<file path="src/rtl/busarb_pkg.sv">
package busarb_pkg;
  typedef enum logic [1:0] {
    ST_OWNED = 2'd0,
    ST_WAIT_BOUNDARY = 2'd1,
    ST_GRANTED = 2'd2,
    ST_RETURN = 2'd3
  } arb_state_t;
endpackage

</file>
<file path="src/rtl/busarb_sync.sv">
module busarb_sync #(
  parameter int STAGES = 2
) (
  input  logic clk,
  input  logic rst_n,
  input  logic d_in,
  output logic d_out
);
  logic [STAGES-1:0] chain;

  always_ff @(posedge clk or negedge rst_n) begin
    if (!rst_n) chain <= '0;
    else        chain <= {chain[STAGES-2:0], d_in};
  end

  assign d_out = chain[STAGES-1];
endmodule

</file>
<file path="src/rtl/busarb_fsm.sv">
module busarb_fsm
  import busarb_pkg::*;
(
  input  logic clk,
  input  logic rst_n,
  input  logic req,
  input  logic core_idle,
  output logic core_hold,
  output logic ack_n,
  output logic drv_en,
  output logic ext_sel
);
  arb_state_t st, st_nx;

  always_ff @(posedge clk or negedge rst_n) begin
    if (!rst_n) st <= ST_OWNED;
    else        st <= st_nx;
  end

  always_comb begin
    st_nx = st;
    unique case (st)
      ST_OWNED:         if (req) st_nx = ST_WAIT_BOUNDARY;
      ST_WAIT_BOUNDARY: if (!req) st_nx = ST_OWNED;
                        else if (core_idle) st_nx = ST_GRANTED;
      ST_GRANTED:       if (!req) st_nx = ST_RETURN;
      ST_RETURN:        st_nx = ST_OWNED;
      default:          st_nx = ST_OWNED;
    endcase
  end

  // Moore outputs: drivers stay off through the return cycle
  assign core_hold = (st != ST_OWNED);
  assign ack_n     = (st != ST_GRANTED);
  assign drv_en    = (st == ST_OWNED) || (st == ST_WAIT_BOUNDARY);
  assign ext_sel   = (st == ST_GRANTED);
endmodule

</file>
<file path="src/rtl/busarb_csdec.sv">
module busarb_csdec #(
  parameter int ADDR_W = 24,
  parameter int NUM_CS = 4,
  parameter logic [NUM_CS*ADDR_W-1:0] CS_LO = '0,
  parameter logic [NUM_CS*ADDR_W-1:0] CS_HI = '1,
  parameter logic [NUM_CS-1:0] CS_IO = '0
) (
  input  logic [ADDR_W-1:0] addr,
  input  logic              mreq_n,
  input  logic              iorq_n,
  output logic [NUM_CS-1:0] cs_n
);
  for (genvar g = 0; g < NUM_CS; g++) begin : g_cs
    localparam logic [ADDR_W-1:0] LO = CS_LO[g*ADDR_W +: ADDR_W];
    localparam logic [ADDR_W-1:0] HI = CS_HI[g*ADDR_W +: ADDR_W];
    logic [ADDR_W:0] d_lo, d_hi;
    logic            strobe;
    // borrow-free subtraction means "not below" the bound
    assign d_lo   = {1'b0, addr} - {1'b0, LO};
    assign d_hi   = {1'b0, HI} - {1'b0, addr};
    assign strobe = CS_IO[g] ? !iorq_n : !mreq_n;
    assign cs_n[g] = !(strobe && !d_lo[ADDR_W] && !d_hi[ADDR_W]);
  end
endmodule

</file>
<file path="src/rtl/busarb_top.sv">
module busarb_top #(
  parameter int ADDR_W = 24,
  parameter int NUM_CS = 4,
  parameter int SYNC_STAGES = 2,
  parameter logic [NUM_CS*ADDR_W-1:0] CS_LO =
    {24'h000000, 24'hC00000, 24'h080000, 24'h000000},
  parameter logic [NUM_CS*ADDR_W-1:0] CS_HI =
    {24'h0000FF, 24'hFFFFFF, 24'h0FFFFF, 24'h07FFFF},
  parameter logic [NUM_CS-1:0] CS_IO = 4'b1000
) (
  input  logic              clk,
  input  logic              rst_n,
  input  logic              ext_req_n,
  output logic              bus_ack_n,
  output logic              core_hold,
  input  logic              core_idle,
  input  logic [ADDR_W-1:0] cpu_addr,
  input  logic              cpu_mreq_n,
  input  logic              cpu_iorq_n,
  input  logic              cpu_data_oe,
  input  logic [ADDR_W-1:0] ext_addr,
  input  logic              ext_mreq_n,
  input  logic              ext_iorq_n,
  output logic              addr_oe,
  output logic              ctl_oe,
  output logic              rw_oe,
  output logic              data_oe,
  output logic [NUM_CS-1:0] cs_n
);
  logic req_s, drv_en, ext_sel;
  logic [ADDR_W-1:0] dec_addr;
  logic dec_mreq_n, dec_iorq_n;

  busarb_sync #(.STAGES(SYNC_STAGES)) u_sync (
    .clk(clk), .rst_n(rst_n), .d_in(!ext_req_n), .d_out(req_s)
  );

  busarb_fsm u_fsm (
    .clk(clk), .rst_n(rst_n), .req(req_s), .core_idle(core_idle),
    .core_hold(core_hold), .ack_n(bus_ack_n), .drv_en(drv_en), .ext_sel(ext_sel)
  );

  assign dec_addr   = ext_sel ? ext_addr   : cpu_addr;
  assign dec_mreq_n = ext_sel ? ext_mreq_n : cpu_mreq_n;
  assign dec_iorq_n = ext_sel ? ext_iorq_n : cpu_iorq_n;

  busarb_csdec #(
    .ADDR_W(ADDR_W), .NUM_CS(NUM_CS), .CS_LO(CS_LO), .CS_HI(CS_HI), .CS_IO(CS_IO)
  ) u_dec (
    .addr(dec_addr), .mreq_n(dec_mreq_n), .iorq_n(dec_iorq_n), .cs_n(cs_n)
  );

  assign addr_oe = drv_en;
  assign ctl_oe  = drv_en;
  assign rw_oe   = drv_en;
  assign data_oe = drv_en && cpu_data_oe;
endmodule

</file>
<file path="config.mk">
export PLATFORM = sky130hd
export DESIGN_NAME = busarb_top
export DESIGN_NICKNAME = d
export VERILOG_FILES = /design/src/rtl/busarb_pkg.sv /design/src/rtl/busarb_sync.sv /design/src/rtl/busarb_fsm.sv /design/src/rtl/busarb_csdec.sv /design/src/rtl/busarb_top.sv
export SDC_FILE = /design/constraint.sdc
export NUM_CORES = 1
export LEC_CHECK = 0
export ABC_AREA = 1
export CAP_MARGIN = 20
export CORE_ASPECT_RATIO = 1.4
export CORE_MARGIN = 3
export CORE_UTILIZATION = 28
export CTS_BUF_LIST = sky130_fd_sc_hd__clkbuf_8 sky130_fd_sc_hd__clkbuf_16
export CTS_CLUSTER_DIAMETER = 80
export DETAILED_ROUTE_END_ITERATION = 8
export PLACE_DENSITY_LB_ADDON = 0.25
export SLEW_MARGIN = 20
export SYNTH_ARGS = -nofsm -noshare
export SYNTH_HDL_FRONTEND = slang
export SYNTH_HIERARCHICAL = 1
export SYNTH_SLANG_ARGS = --single-unit
</file>
<file path="constraint.sdc">
create_clock -name clk -period 2.1 [get_ports clk]
set_input_delay 0.525 -clock clk [delete_from_list [all_inputs] [get_ports clk]]
set_output_delay 0.525 -clock clk [all_outputs]
set_load 0.01 [all_outputs]
</file>
# Yosys cells after proc, flatten, opt, wreduce, memory -nomap -nowiden
# Cells that the tools add are included.
# W data, S select, Z words.
op_classes:
  n_addsub: 6
  eq_ne: 7
  n_mux: 8
  n_reduce_logical: 24
ops:
  columns: ["cell", "n"]
  rows:
  - ["$sub A19 B24 Y25 const A", 1]
  - ["$sub A20 B24 Y25 const A", 1]
  - ["$sub A24 B20 Y25 const B", 1]
  - ["$sub A24 B24 Y25 const A", 1]
  - ["$sub A24 B24 Y25 const B", 1]
  - ["$sub A8 B24 Y25 const A", 1]
  - ["$mux W24", 1]
  - ["$logic_not A1 Y1", 13]
  - ["$mux W2", 4]
  - ["$pmux W2 S4", 1]
  - ["$logic_and A1 B1 Y1", 7]
  - ["$ne A2 B2 Y1 const B", 3]
  - ["$eq A2 B2 Y1 const B", 2]
  - ["$ne A3 B3 Y1 const B", 1]
  - ["$reduce_and A3 Y1", 1]
  - ["$eq A2 B1 Y1 const B", 1]
  - ["$logic_not A2 Y1", 1]
  - ["$mux W1", 2]
  - ["$reduce_bool A2 Y1", 1]
  - ["$logic_or A1 B1 Y1", 1]
totals:
  regBits: 4
  in_bits: 57
  output_inout_bits: 10
  wordCells: 47

# Logic depth before layout (Yosys ltp)
# Gate-level depths: netlist of the first run.
logic_depth:
  ltp_word: 7
  depth_mapped: 11
  mapped_depth_nobuf: 9

# Cells and area by module
# The synthesis of the first run kept the hierarchy.
by_module_without_submodules:
  columns: ["module", "n_inst", "cells_each", "area_per_inst_um2", "seq_area_each_um2"]
  rows:
  - ["busarb_top", 1, 89, 399.1, 0.0]
  - ["busarb_fsm", 1, 17, 112.6, 50.0]
  - ["busarb_csdec", 1, 19, 83.8, 0.0]
  - ["busarb_sync", 1, 2, 50.0, 50.0]

# Worst setup path after synthesis of the first run
# Ideal clock, no wire load.
synth_path:
  kind: "register to output"
  startpoint: "reg (tool-made name)"
  endpoint: "out cs_n[3]"
  arrival_time_ns: 1.394
  t_required_ns: 1.575
  slack_ns: 0.181
  path_stages_with_launch: 12
  n_path_buf: 2
  cell_sequence: "dfrtp_1 inv_2 nor2_2 buf_6 inv_8 buf_6 nand2_1 nand2_1 nor2_2 nand2_1 nor2_2 nand3_1"
synth_rtl:
  columns: ["element", "line_no", "source"]
  rows:
  - ["end, declared", "busarb_top.sv:28", "output logic [NUM_CS-1:0] cs_n"]

# Worst setup path after layout of the first run
layout_path:
  startpoint: "reg u_fsm.st[0]"
  endpoint: "out cs_n[3]"
layout_via:
  elab_chain_len: 6
  elab_cells_between_ends: 8
  classes_between: "add/sub (1); eq/ne (1); mux (2); reduce/logical (4)"
layout_rtl:
  columns: ["element", "line_no", "source"]
  rows:
  - ["start, declared", "busarb_fsm.sv:13", "arb_state_t st, st_nx;"]
  - ["start signal, assigned", "busarb_fsm.sv:17", "else st <= st_nx;"]
  - ["$eq A2 B2 Y1", "busarb_fsm.sv:36", "assign ext_sel = (st == ST_GRANTED);"]
  - ["net ext_sel", "busarb_top.sv:30", "logic req_s, drv_en, ext_sel;"]
  - ["$mux W24", "busarb_top.sv:43", "assign dec_addr = ext_sel ? ext_addr : cpu_addr;"]
  - ["net dec_addr[22]", "busarb_top.sv:31", "logic [ADDR_W-1:0] dec_addr;"]
  - ["$sub A8 B24 Y25", "busarb_csdec.sv:20", "assign d_hi = {1'b0, HI} - {1'b0, addr};"]
  - ["$logic_not A1 Y1", "busarb_csdec.sv:22", "assign cs_n[g] = !(strobe && !d_lo[ADDR_W] && !d_hi[ADDR_W]);"]
  - ["$logic_and A1 B1 Y1", "busarb_csdec.sv:22", null]
  - ["$logic_not A1 Y1", "busarb_csdec.sv:22", null]
# The timed path passes the listed nets, and every way through them passes these cells.

==> out/summary.txt, run 1 <==
vias in the first global route = 718
Die Wd = 43.4 um
Crit. End Element = output pin
Max Slew Vio Count = 0
routed wire length = 1750 um
Starting Density = 30.4%
met2 Use GR = 25.2%
antenna violations before repair = 0
Critical Path Source = u_fsm/st[0]
IO Port Bufs = 50
Hold Startpoint = u_sync/chain[0]
All-Layer GR Usage = 14.1%
Die Footprint = 2530 um2
Worst-Margin Slew = 0.183 ns
TritonCTS sink count = 4
Antenna Cells = 0
Tcrit/Tclk final = 99.9%
power per cell area = 845 nW/um2
CTS tree = built
Synth warnings = 6
CP max stage delay = 0.40 ns
max cap viols = 0
Final Critical Period = 2.10 ns
area of the multi-input gates = 370 um2
Layout area overhead = 108%
layout cells sized above 1 = 19.6%
R2R Setup Slk = 1.08 ns
Crit-path slowest cell = dfrtp_1
worst hold path type = reg2reg
r2r worst-path depth = 6
Setup CP Type = reg2out
Sequential cell area = 100 um2
Syn Nets = 160
Fmax = 0.477 GHz
Post-DRT Antenna Nets = 0
Worst VDD drop = 0.000744 V
RePlAce Congestion = 0.794
DP HPWL = 1430 um
Reg2Reg Launch Point = u_fsm/st[0]
GRT busiest layer = met2
met3 usage = 3.98%
via count = 754
Slew headroom = 87.8%
Clock Latency Late Sink = 0.21 ns
CTS H-tree lvls = 1
Total Power = 0.000961 W
DRC errors left = 0
Lkg Pwr = 0.575 nW
Max Buffers Root-to-Sink = 2
# rows = 18
met1 global-route usage = 17.3%
Crit path required time = 1.57 ns
Filler cells = 172
startpoint types = flop
RR Endpoint = u_fsm/st[0]
Gate Count Post-Synth = 103
Worst-path clk slew = 0.03 ns
Final Worst Setup Slack = 0.00248 ns
RSZ-0062 raised after global routing = yes
Die Ht = 58.3 um
Avg Cell Area, Syn = 5.32 um2
Final setup viols = 0
Layout Nets = 217
vias per cell = 4.24
Num CTS Buffers = 3
DRT Pass-1 Iters = 4
Hold EP = u_sync/chain[1]
Synth Cell Area = 548 um2
clk_skew = 0.00239 ns
Critical Path AT = 1.57 ns
total gr overflow = 0
drt wl/cell = 9.83 um
crit-path cells = nor2_4 -> buf_6 -> inv_8 -> nand2_2 -> nand2_2 -> nor2_4 -> nand2_2 -> nor2_2 -> nand3_1 -> buf_2
first-pass GRT wire length = 2850 um
CP most frequent cell = nand2_2
pre-CTS setup slack = -0.329 ns
# IOs = 67
Root Driver = clkbuf_8
Core ar. = 1800 um2
status = finished, final reports clean
Hold Fails Final Rpt = 0
crit-path max FO = 18
pin count of the biggest net entering global routing = 19
Hold Path Depth = 0
Initial DRC Count = 6
==> routing by layer <==
metal / vias to the layer above / part of all wire, %
met2: 33 / 50
li1: 412 / -
met1: 309 / 41
met5: - / 0
met4: 0 / 0
met3: 0 / 8.6
==> cells in the final DEF (no fill, tap or decap), drive strengths merged <==
cell	n
dfrtp	4
clkdlybuf4s50	43
nand4	1
nand2	62
nand3	5
buf	12
nor2	14
clkbuf	3
and2	1
inv	9
dlygate4sd2	2
dlymetal6s2s	2
==> power breakdown <==
part	switching, W	total [W]	internal [W]	leakage [nW]
combinational	0.000337	0.000687	0.000350	0.504
clock	0.0000385	0.000161	0.000122	0.0216
sequential	0.0000167	0.000114	0.0000974	0.0489
==> through the flow <==
step | TNS [ns] | hold slack (ns) | std cells | area [um2] | util, %
after detailed placement | -1.02 | 0.337 | 172 | 1050 | 58.1
after global placement | -1.01 | 0.338 | 172 | 1050 | 58.1
after global routing | -0.173 | 0.366 | 178 | 1140 | 63.1
final | 0 | 0.349 | 178 | 1140 | 63.1
after CTS | 0 | 0.354 | 176 | 1090 | 60.3
after floorplan | 0 | 0.229 | 103 | 548 | -
==> timing repair <==
| item | CTS | global route |
|---|---|---|
| hold buffers | 0 | 0 |
| resized for setup | 16 | 12 |
| setup buffers | 1 | 2 |
| setup endpoints to repair | 5 | 3 |
| pin swaps | 2 | 7 |
==> area by class of cell <==
class | count | share of cell area (%)
multi-input combinational | 83 | 32.6
inverter | 9 | 3.63
sequential | 4 | 8.80
timing repair buffer | 59 | 49.2
tap | 20 | 2.20
clock buffer | 3 | 3.63
==> worst max path at each step <==
stage | slack [ns] | to
6_report | 0.002 | cs_n[3]
5_1_grt | -0.09 | cs_n[3]
4_1_cts | 0.006 | cs_n[3]
3_5_place_dp | -0.33 | cs_n[3]
3_3_place_gp | -0.32 | cs_n[3]
2_1_floorplan | 0.19 | cs_n[3]
==> worst max-delay path: cells and delay by family (launching register included) <==
kind	cells	cell delay [ns]
AND/OR/NAND/NOR	7	0.64
flip-flops	1	0.40
buffers and inverters	3	0.31
No activity file was read; power rests on OpenSTA's default activity.
==> inputs of run 2 (changes only) <==
- CELL_PAD_IN_SITES_DETAIL_PLACEMENT: unset -> 0
- CELL_PAD_IN_SITES_GLOBAL_PLACEMENT: unset -> 1
- CORE_UTILIZATION: 28 -> 17
- clock period: 2.1 -> 2.45 ns (I/O delays scaled with it)
==> run 2 against run 1 <==
  * Sequential share of layout area grew 0.43 points
  * Combinational power shrank 27%
  * Sequential power shrank 13%
  * Core utilization shrank 27 points
  * Worst hold slack gained 0.0023 ns
  * Non-clock buffer count shrank 5
  * Cell count grew 6.7%
  * Clock power shrank 14%
  * Routed wire length grew 7.3%
  * Die area grew 56%
==> out/summary.txt, run 2 (synthesized netlist as in run 1, its figures left out) <==
status = finished, final reports clean
CP max stage delay = 0.53 ns
setup TNS = 0 ns
# rows = 23
commonest cells after routing, fill and taps aside = 60 x nand2_1, 46 x clkdlybuf4s50_1, 10 x nor2_1
Max Slew Vio Count = 0
via count = 721
pre-CTS setup slack = -0.174 ns
pin count of the biggest net entering global routing = 19
r2r worst-path depth = 5
Worst VDD drop = 0.000531 V
met1 global-route usage = 9.91%
All-Layer GR Usage = 9.49%
worst hold path type = reg2reg
Crit path required time = 1.84 ns
Starting Density = 18.5%
Root Driver = clkbuf_8
Worst-Margin Slew = 0.181 ns
Clock Latency Late Sink = 0.22 ns
total gr overflow = 0
Num CTS Buffers = 3
Final Critical Period = 2.30 ns
vias in the first global route = 686
Final Worst Setup Slack = 0.155 ns
Final setup viols = 0
layout cells sized above 1 = 11.8%
Buffers & Inverters on Critical Path = 3
RePlAce Congestion = 0.738
clk_skew = 0.000865 ns
Hold Startpoint = u_sync/chain[0]
Slew headroom = 87.9%
Sequential cell area = 100 um2
Critical Path AT = 1.68 ns
Tcrit/Tclk final = 93.7%
Antenna Cells = 0
startpoint types = primary input
post-CTS setup buffers = 0
Worst-path clk slew = 0.03 ns
Hold Fails Final Rpt = 0
power per cell area = 683 nW/um2
DRC errors left = 0
Filler cells = 326
TritonCTS sink count = 4
Crit-path slowest cell = clkdlybuf4s50_1
Die Footprint = 3950 um2
routed wire length = 1880 um
Crit. End Element = output pin
antenna violations before repair = 0
delay-heaviest family, CP = buffers and inverters
DP HPWL = 1580 um
Die Ht = 73.2 um
met2 Use GR = 16.8%
Max Buffers Root-to-Sink = 2
IO Port Bufs = 50
Fmax = 0.436 GHz
crit-path cells = clkdlybuf4s50_1 -> nand2_1 -> inv_1 -> clkdlybuf4s50_1
Lkg Pwr = 0.529 nW
CP most frequent cell = clkdlybuf4s50_1
crit-path max FO = 1
Die Wd = 54.0 um
Layout area overhead = 97.9%
CTS H-tree lvls = 1
Post-DRT Antenna Nets = 0
area of the multi-input gates = 338 um2
drt wl/cell = 9.88 um
max cap viols = 0
CTS tree = built
Setup CP Type = in2out
first-pass GRT wire length = 2840 um
Hold Path Depth = 0
Hold Buf Count CTS = 0
Layout Nets = 212
Core ar. = 2960 um2
Hold EP = u_sync/chain[1]
R2R Setup Slk = 1.57 ns
DRT Pass-1 Iters = 4
Initial DRC Count = 19
GRT busiest layer = met2
RSZ-0062 raised after global routing = no
commonest non-fill, non-tap cell in the layout = nand2_1
vias per cell = 3.79
# IOs = 67
met3 usage = 2.86%
-- run 2: cell types whose count changed in the layout (fill, tap and decap cells not counted), sizes merged --
cell / previous run / this run
dlymetal6s2s: 2 / 0
clkdlybuf4s50: 43 / 46
clkbuf: 3 / 5
buf: 12 / 4
-- run 2: how the worst max path moves through the flow --
stage	from	end	slack, ns	cells past startpoint
after floorplan	flop	cs_n[3]	0.45	11
after global placement	ext_addr[21]	cs_n[3]	-0.17	8
after detailed placement	ext_addr[21]	cs_n[3]	-0.17	8
after CTS	ext_addr[21]	cs_n[3]	0.02	8
after global routing	ext_addr[23]	cs_n[3]	0.006	8
final	cpu_data_oe	data_oe	0.15	4
-- run 2: area by class of cell --
| cell class | instances | area share, % |
|---|---|---|
| clock buffers | 3 | 3.81 |
| inverters | 9 | 3.81 |
| multi-input cells | 83 | 31.1 |
| flip-flops and latches | 4 | 9.23 |
| well taps | 37 | 4.27 |
| repair buffers | 54 | 47.8 |
-- run 2: timing repair --
item / 4_1_cts / 5_1_grt
pin swaps: 0 / 2
gates cloned: 0 / 0
resized for setup: 4 / 5
setup endpoints to repair: 4 / 2
-- run 2: power by group --
part	total, W	leakage (nW)	switching (W)	internal [W]
sequential	0.0000990	0.0489	0.0000155	0.0000835
combinational	0.000504	0.458	0.000256	0.000249
clock	0.000138	0.0216	0.0000333	0.000105
-- run 2: per-layer routing --
layer	part of all wire (%)	routed length [um]
met3	8.8	166
met5	0	0
met1	38	722
met4	0	0
met2	53	988
-- run 2: metrics by stage --
stage,hold slack [ns],power [W],utilization (%),std cells,cell area (um2)
finish,0.351,0.000741,36.6,190,1080
global route,0.368,0.000811,36.6,190,1080
CTS,0.355,0.000756,36.8,190,1090
detailed placement,0.348,0.000614,35.5,187,1050
global placement,0.339,0.000610,35.5,187,1050
floorplan,0.317,0.000448,-,103,548
-- run 2: worst register-to-register path, stage by stage (launching register included) --
cell     delay [ns]
dfrtp_1        0.40
inv_2          0.07
nor2_2         0.04
buf_4          0.16
inv_2          0.06
nand2_1        0.04
==> inputs of run 3 (changes only) <==
- GPL_ROUTABILITY_DRIVEN: unset -> 0
==> results of run 3 <==
Final layout, timing and power as in run 2 (identical DEF).
